## src/rtl/lowtog_pkg.sv

```systemverilog
`timescale 1ns/1ps
package lowtog_pkg;
   // width of a count that can reach n-1 with margin
   function automatic int count_width(input int n);
      return $clog2(n) + 1;
   endfunction
endpackage

```

## src/rtl/lowtog_scan.sv

```systemverilog
`timescale 1ns/1ps
module lowtog_scan #(
   parameter int N = 16
) (
   input  logic [N-1:0] val,
   input  logic [N-1:0] care,
   output logic [N-1:0] fill
);
   logic [N-1:0] seen_l, from_l;   // nearest defined at or above index
   logic [N-1:0] seen_r, from_r;   // nearest defined at or below index

   always_comb begin
      seen_l = '0;
      from_l = '0;
      for (int i = N-1; i >= 0; i--) begin
         if (i == N-1) begin
            seen_l[i] = care[i];
            from_l[i] = care[i] & val[i];
         end else begin
            seen_l[i] = care[i] | seen_l[i+1];
            from_l[i] = care[i] ? val[i] : from_l[i+1];
         end
      end
   end

   always_comb begin
      seen_r = '0;
      from_r = '0;
      for (int i = 0; i < N; i++) begin
         if (i == 0) begin
            seen_r[i] = care[i];
            from_r[i] = care[i] & val[i];
         end else begin
            seen_r[i] = care[i] | seen_r[i-1];
            from_r[i] = care[i] ? val[i] : from_r[i-1];
         end
      end
   end

   always_comb begin
      for (int i = 0; i < N; i++)
         fill[i] = seen_l[i] ? from_l[i] : (seen_r[i] & from_r[i]);
   end
endmodule

```

## src/rtl/lowtog_count.sv

```systemverilog
`timescale 1ns/1ps
module lowtog_count #(
   parameter int N  = 16,
   parameter int CW = 5
) (
   input  logic [N-1:0]  vec,
   output logic [CW-1:0] cnt
);
   logic [N-2:0] edge_w;
   assign edge_w = vec[N-1:1] ^ vec[N-2:0];

   always_comb begin
      cnt = '0;
      for (int i = 0; i < N-1; i++)
         cnt = cnt + CW'(edge_w[i]);
   end
endmodule

```

## src/rtl/lowtog_stage.sv

```systemverilog
`timescale 1ns/1ps
module lowtog_stage #(
   parameter int W = 8
) (
   input  logic         clk,
   input  logic         rst,
   input  logic         in_valid,
   output logic         in_ready,
   input  logic [W-1:0] in_data,
   output logic         out_valid,
   input  logic         out_ready,
   output logic [W-1:0] out_data
);
   assign in_ready = !out_valid || out_ready;

   always_ff @(posedge clk) begin
      if (rst) begin
         out_valid <= 1'b0;
      end else if (in_ready) begin
         out_valid <= in_valid;
      end
   end

   always_ff @(posedge clk) begin
      if (in_valid && in_ready)
         out_data <= in_data;
   end

   a_r8_accept: assert property (@(posedge clk) disable iff (rst)
      in_valid && in_ready |=> out_valid);

   a_r9_hold: assert property (@(posedge clk) disable iff (rst)
      out_valid && !out_ready |=> out_valid && $stable(out_data));

   a_r10_reset_clears: assert property (@(posedge clk)
      $past(rst) |-> !out_valid);
endmodule

```

## src/rtl/lowtog_fill.sv

```systemverilog
`timescale 1ns/1ps
module lowtog_fill
   import lowtog_pkg::*;
#(
   parameter int N  = 16,
   parameter int CW = count_width(N)
) (
   input  logic          clk,
   input  logic          rst,
   input  logic          in_valid,
   output logic          in_ready,
   input  logic [N-1:0]  in_value,
   input  logic [N-1:0]  in_care,
   output logic          out_valid,
   input  logic          out_ready,
   output logic [N-1:0]  out_vec,
   output logic [CW-1:0] out_count
);
   localparam int W = N + CW;

   generate
      if (N < 2) begin : g_bad_width
         $error("lowtog_fill: N must be at least 2");
      end
      if (CW < $clog2(N) + 1) begin : g_bad_count
         $error("lowtog_fill: CW too narrow for N");
      end
   endgenerate

   logic [N-1:0]  fill_w;
   logic [CW-1:0] cnt_w;
   logic [W-1:0]  held;

   lowtog_scan #(.N(N)) u_scan (
      .val  (in_value),
      .care (in_care),
      .fill (fill_w)
   );

   lowtog_count #(.N(N), .CW(CW)) u_count (
      .vec (fill_w),
      .cnt (cnt_w)
   );

   lowtog_stage #(.W(W)) u_stage (
      .clk       (clk),
      .rst       (rst),
      .in_valid  (in_valid),
      .in_ready  (in_ready),
      .in_data   ({fill_w, cnt_w}),
      .out_valid (out_valid),
      .out_ready (out_ready),
      .out_data  (held)
   );

   assign out_vec   = held[W-1:CW];
   assign out_count = held[CW-1:0];

   a_r1_care_pass: assert property (@(posedge clk) disable iff (rst)
      in_valid |-> ((fill_w ^ in_value) & in_care) == '0);

   a_r4_empty_mask: assert property (@(posedge clk) disable iff (rst)
      in_valid && in_care == '0 |-> fill_w == '0);

   a_r6_zero_iff_flat: assert property (@(posedge clk) disable iff (rst)
      out_valid |-> ((out_count == '0) == (out_vec == '0 || out_vec == '1)));

   a_r6_bound: assert property (@(posedge clk) disable iff (rst)
      out_valid |-> out_count <= CW'(N-1));
endmodule

```

## config.mk

```make
export PLATFORM = sky130hd
export DESIGN_NAME = lowtog_fill
export DESIGN_NICKNAME = d
export VERILOG_FILES = /design/src/rtl/lowtog_pkg.sv /design/src/rtl/lowtog_scan.sv /design/src/rtl/lowtog_count.sv /design/src/rtl/lowtog_stage.sv /design/src/rtl/lowtog_fill.sv
export SDC_FILE = /design/constraint.sdc
export NUM_CORES = 1
export LEC_CHECK = 0
export ABC_AREA = 1
export BUFFER_PORTS_ARGS = -buffer_cell sky130_fd_sc_hd__buf_4
export CORE_MARGIN = 2
export CORE_UTILIZATION = 40
export DETAILED_ROUTE_END_ITERATION = 10
export GPL_TIMING_DRIVEN = 0
export SLEW_MARGIN = 10
export SYNTH_ARGS = -nofsm -noshare
export SYNTH_HDL_FRONTEND = slang
export SYNTH_SLANG_ARGS = --single-unit
```

## constraint.sdc

```tcl
create_clock -name clk -period 5.7 [get_ports clk]
set_clock_uncertainty 0.05 [all_clocks]
set_input_delay 0.285 -clock clk [delete_from_list [all_inputs] [get_ports clk]]
set_output_delay 0.285 -clock clk [all_outputs]
set_load 0.05 [all_outputs]
```

==> results of run 1 <==
-- cell families (layout without fill, tap and decap cells) --
family	after synthesis	after routing	share of synthesized area [%]
xor+xnor	12	12	5.494
flops	22	22	34.01
compound gates	15	15	5.495
fa+ha+maj	15	15	13.34
buf+inv	55	118	10.79
simple gates	124	124	30.87
-- through the flow --
| stage | setup WS (ps) | hold WS, ps | cell area [um^2] | instances | util, % |
|---|---|---|---|---|---|
| floorplan | 559.0 | 304.1 | 1913 | 243 | - |
| global placement | 46.93 | 391.3 | 2416 | 355 | 51.84 |
| detailed placement | -40.63 | 393.3 | 2435 | 356 | 52.24 |
| CTS | 254.0 | 113.1 | 2480 | 360 | 53.21 |
| global route | 24.58 | 120.3 | 2510 | 360 | 53.85 |
| finish | 400.4 | 117.4 | 2510 | 360 | 53.85 |
-- path summary, 6_finish.rpt --
path	depth (start not counted)	endpoint	slack (ps)	startpoint
worst max-delay path	30	u_stage.out_data[1]$_DFFE_PP_	400	in_care[15]
worst min-delay path	2	u_stage.out_valid$_SDFFE_PP0N_	120	rst
worst max register to register	2	u_stage.out_data[10]$_DFFE_PP_	4340	u_stage.out_valid$_SDFFE_PP0N_
worst min register to register	2	u_stage.out_valid$_SDFFE_PP0N_	470	u_stage.out_valid$_SDFFE_PP0N_
-- state kept, by name, summed over array words and instances (netlist names) --
signal             cells
u_stage.out_data      21
u_stage.out_valid      1
-- cell type report --
cell class,instances,area share [%]
clock buffers,4,1.795
multi-input cells,166,43.42
flip-flops and latches,22,25.92
repair buffers,59,17.95
inverters,55,8.225
well taps,54,2.692
-- critical path: cells and delay by family --
| family | cells | cell delay, ps |
|---|---|---|
| buffers and inverters | 9 | 600 |
| AO/OA/AOI/OAI | 1 | 200 |
| AND/OR/NAND/NOR | 12 | 1110 |
| XOR/XNOR | 1 | 180 |
| adder cells (fa/ha/maj) | 7 | 2890 |
-- metal layers --
metal | vias to the layer above | global-route usage [%]
met3 | 4 | 1.243
met2 | 31 | 25.73
met4 | 0 | 6.173
met1 | 722 | 18.21
li1 | 889 | -
met5 | - | 0
-- synthesized netlist by cell type, drive strengths merged --
cell / instances
o211ai: 1
nand3: 29
dfxtp: 1
edfxtp: 21
xor2: 7
o21ai: 8
o311ai: 1
a31oi: 1
nor2: 20
ha: 6
nand4: 4
nand2: 69
a21oi: 4
or2: 1
xnor2: 5
nor3: 1
inv: 55
fa: 9
-- what timing repair did --
item / 4_1_cts / 5_1_grt
gates resized for setup: 0 / 7
hold endpoints to repair: 0 / 0
setup endpoints to repair: 0 / 3
-- power by group --
part	internal (mW)	switching (mW)
clock network	0.0499	0.0488
logic	0.249	0.360
registers	0.242	0.00637
==> out/metrics.cfg, run 1 <==
[setup_path]
crit_path_category=input port to register
critPathCaptureType=register
cpPeakStageDelay_ps=570
worst_ep_arrival_time_ps=5280
critPathLaunchType=input port
crit_top_cell=sky130_fd_sc_hd__inv_1
crit_path_max_fanout=5
crit_required_ps=5680
worst_path_max_delay_cell=sky130_fd_sc_hd__fa_1

[sta]
finalMaxSlewViolations=0
slew_limit_headroom_pct=61.88
period_share_pct=92.98
highest_attainable_clock_frequency_mhz=188.7
finalHoldViolCount=0
timing_worst_slew_pin_value_ps=571.8
fin_setup_tns_ps=0
final.min_clock_period_ps=5300
setup_viol=0
setup_repair_after_global_routing_missed_its_margin=false

[cts]
htree_levels=1
tritoncts=built
clk_root_buffer_cell=sky130_fd_sc_hd__clkbuf_8
clock_tree.buffer_depth=2
clk_transition_reported_paths_ps=80
cts_num_sinks=22
cts_hold_buf=0
clock_insertion_delay_worst_skew_ps=260
cts_made_buffers=3
cts_post_setup_buffers_inserted=0

[layout]
layout.nets=358
layout_common_cells=sky130_fd_sc_hd__nand2_1 (60), sky130_fd_sc_hd__buf_4 (58), sky130_fd_sc_hd__inv_1 (50), sky130_fd_sc_hd__nand3_1 (21), sky130_fd_sc_hd__edfxtp_1 (21)
final.fill_count=465
syn_to_final_growth_pct=31.20
antennaDiodeCount=0
most_frequent_standard_cell_in_the_layout_excluding_fill_and_tap_cells=sky130_fd_sc_hd__nand2_1
drive_above_1_share_pct=32.03
final-seq-area_um2=650.6
multi_input_comb_area_um2=1090

[placed_design]
gp_congestion=0.8995
place.port_buffers=58
dp.final_hpwl_um=3062

[floorplanning]
core_area_um2=4661
die_area_um2=5352
initial_utilization_pct=41.05
top_level_ports=59
die_h_um=73.16
floorplan.rows=25
floorplan.die.width_um=73.16

[power]
total_power_uw=955.3
total_leakage_power_nw=1.273
ir_drop_v=0.0002018
power_density_nw_per_um2=380.6

[synth]
syn-num-nets=294
synthCells=243
post-synth-top-area-fraction_pct=32.96
netlist_top_cells_area=sky130_fd_sc_hd__edfxtp_1 (33%), sky130_fd_sc_hd__nand2_1 (12%), sky130_fd_sc_hd__inv_1 (9.8%), sky130_fd_sc_hd__fa_1 (9.4%), sky130_fd_sc_hd__nand3_1 (6.8%)
yosys_warnings=0
ys_ff_latch=22
mappedNetlistArea_um2=1913
synth.largest_area_cell=sky130_fd_sc_hd__edfxtp_1
synth-seq-area-share_pct=34.01
synth_cell_types=26
average_instance_area_after_synthesis_um2=7.873

[route]
vias=1646
wl_met1_um=1597
dr_wl_met3_um=96
wirelength_um=3588
residual_antenna_violating_net_count_after_detailed_routing=0
dr_wl_cell_um=9.967
met2RoutedLength_um=1822
number_of_iterations_in_the_first_detailed_routing_pass=4
routed.top_layer=met4
dr.first_iter.drc_count=46
drcViolationCount=0
vias_per_cell=4.572

[grt]
wire_length_of_the_first_global_routing_pass_um=6258
grt_pass1_vias=1548
pin_count_of_the_biggest_net_entering_global_routing=13
antenna_found_initial=0
grt.overflow.total=0
global_route.usage.total_pct=14.61

[job]
cap_viol_max_count=0

[outcome]
result_of_the_run=complete, no violations

[hold_path]
hold_class=input port to register

Note: power is estimated with default switching activity, not from simulation.
==> run 2: changes to the inputs <==
--- a/config.mk
+++ b/config.mk
@@ -9,6 +9,7 @@
 export BUFFER_PORTS_ARGS = -buffer_cell sky130_fd_sc_hd__buf_4
 export CORE_MARGIN = 2
 export CORE_UTILIZATION = 40
+export CTS_BUF_LIST = sky130_fd_sc_hd__clkbuf_4
 export DETAILED_ROUTE_END_ITERATION = 10
 export GPL_TIMING_DRIVEN = 0
 export SLEW_MARGIN = 10
==> out/metrics.cfg, run 2 (synthesized netlist as in run 1, its figures left out) <==
[setup_path]
crit_path_max_fanout=5  ; unchanged
critPathCaptureType=register
crit_required_ps=5730  ; +50 ps
timing.critical_path.buf_inv=5  ; -4
cpPeakStageDelay_ps=570  ; about the same
critPathLaunchType=input port
crit_top_cell=sky130_fd_sc_hd__nand3_1
path_delay_family=adder cells
worst_path_max_delay_cell=sky130_fd_sc_hd__fa_1
worst_ep_arrival_time_ps=5360  ; +80 ps
crit_path_category=input port to register

[floorplanning]
core_area_um2=4661  ; unchanged
die_h_um=73.16  ; unchanged
floorplan.rows=25  ; unchanged
die_area_um2=5352  ; unchanged
floorplan.die.width_um=73.16  ; unchanged
top_level_ports=59  ; unchanged
initial_utilization_pct=41.05  ; unchanged

[placed_design]
gp_congestion=0.8995  ; unchanged
place_inst=356  ; unchanged
place.port_buffers=58  ; unchanged
dp.final_hpwl_um=3062  ; unchanged
worst_slack_at_placement_ps=-40.63  ; unchanged

[sta]
period_share_pct=93.58  ; +0.60 points
hold_slack_ps=76.89  ; -40.52 ps
setup_repair_after_global_routing_missed_its_margin=false
final.min_clock_period_ps=5334  ; +34.45 ps
final_critical_path_setup_slack_ps=365.9  ; -34.45 ps
finalMaxSlewViolations=0  ; unchanged
timing_worst_slew_pin_value_ps=571.2  ; -0.5605 ps
setup_viol=0  ; unchanged
finalHoldViolCount=0  ; unchanged
slew_limit_headroom_pct=61.92  ; about the same
highest_attainable_clock_frequency_mhz=187.5  ; -0.65%

[job]
cap_viol_max_count=0  ; unchanged

[cts]
clk_root_buffer_cell=sky130_fd_sc_hd__clkbuf_4
clock_insertion_delay_worst_skew_ps=290  ; +30 ps
clock_tree.buffer_depth=2  ; unchanged
clk_transition_reported_paths_ps=120  ; +40 ps
cts_made_buffers=3  ; unchanged
htree_levels=1  ; unchanged
cts_num_sinks=22  ; unchanged
tritoncts=built

[power]
total_power_uw=933.5  ; -2.3%
ir_drop_v=0.0002108  ; +4.5%
total_leakage_power_nw=1.259  ; -1.1%
power_density_nw_per_um2=377.2  ; -0.90%

[layout]
layout_top_registers=u_stage.out_data (21), u_stage.out_valid (1)
drive_above_1_share_pct=31.05  ; -0.98 points
layout_common_cells=sky130_fd_sc_hd__nand2_1 (60), sky130_fd_sc_hd__buf_4 (58), sky130_fd_sc_hd__inv_1 (50), sky130_fd_sc_hd__nand3_1 (25), sky130_fd_sc_hd__edfxtp_1 (21)
syn_to_final_growth_pct=29.37
finish.cell_count_without_fillers=360  ; unchanged
registers.top_by_ff_count=u_stage.out_data
antennaDiodeCount=0  ; unchanged
largest_register_ff_count=21  ; unchanged
layout.nets=358  ; unchanged
final.fill_count=461  ; -0.86%
most_frequent_standard_cell_in_the_layout_excluding_fill_and_tap_cells=sky130_fd_sc_hd__nand2_1

[grt]
global_route.usage.total_pct=14.23  ; -0.38 points
grt_pass1_vias=1541  ; -0.45%
grt.overflow.total=0  ; unchanged
pin_count_of_the_biggest_net_entering_global_routing=13  ; unchanged
antenna_found_initial=0  ; unchanged
wire_length_of_the_first_global_routing_pass_um=6223  ; -0.56%

[route]
vias=1645  ; -0.061%
drcViolationCount=0  ; unchanged
dr_wl_cell_um=9.839  ; -1.3%
number_of_iterations_in_the_first_detailed_routing_pass=4  ; unchanged
dr.first_iter.drc_count=50  ; +8.7%
residual_antenna_violating_net_count_after_detailed_routing=0  ; unchanged
wirelength_um=3542  ; -1.3%
vias_per_cell=4.569  ; about the same

[outcome]
result_of_the_run=complete, no violations

[hold_path]
hold_class=input port to register

-- run 2: cell counts in the layout (fill, tap and decap cells not counted) --
Identical to the previous run, type by type.
-- run 2: worst register-to-register path, cell delays in order, from the launching register on --
cell and delay [ps]:
sky130_fd_sc_hd__dfxtp_1 340, sky130_fd_sc_hd__a21oi_2 470, sky130_fd_sc_hd__buf_8 230
-- run 2: layout make-up --
cell class / instances / area [um^2] / area share [%]
flip-flops and latches: 22 / 650.6 / 26.29
multi-input cells: 166 / 1070 / 43.23
inverters: 55 / 206.4 / 8.342
clock buffers: 4 / 30.03 / 1.213
repair buffers: 59 / 450.4 / 18.20
well taps: 54 / 67.56 / 2.730
-- run 2: repair_timing --
| action | CTS | global route |
|---|---|---|
| gates resized for setup | 0 | 3 |
| buffers inserted | 0 | 0 |
| setup endpoints to repair | 0 | 3 |
| endpoints found under the hold margin | 0 | 0 |
| hold buffers | 0 | 0 |
-- run 2: final timing paths --
| path | start | endpoint | slack (ps) | cells past startpoint |
|---|---|---|---|---|
| hold / removal | rst | u_stage.out_valid$_SDFFE_PP0N_ | 80 | 2 |
| hold reg to reg | u_stage.out_valid$_SDFFE_PP0N_ | u_stage.out_valid$_SDFFE_PP0N_ | 480 | 2 |
| setup / recovery | in_care[15] | u_stage.out_data[1]$_DFFE_PP_ | 370 | 29 |
| setup reg to reg | u_stage.out_valid$_SDFFE_PP0N_ | u_stage.out_data[10]$_DFFE_PP_ | 4330 | 2 |
-- run 2: routing by layer --
layer / vias up / wire length [um] / GRT usage [%]
met1: 720 / 1580 / 18.28
li1: 888 / - / -
met4: 0 / 27 / 3.704
met2: 35 / 1823 / 25.53
met3: 2 / 110 / 1.243
met5: - / 0 / 0
-- run 2: power by group --
part	internal, mW	switching [mW]
Sequential	0.242	0.00637
Clock	0.0320	0.0439
Combinational	0.249	0.361
Total	0.523	0.411
-- run 2: through the flow --
stage               util (%)  area (um^2)  TNS [ps]
floorplan                  -         1913         0
global placement       51.84         2416         0
detailed placement     52.24         2435    -40.63
CTS                    52.89         2465         0
global route           53.10         2475         0
finish                 53.10         2475         0
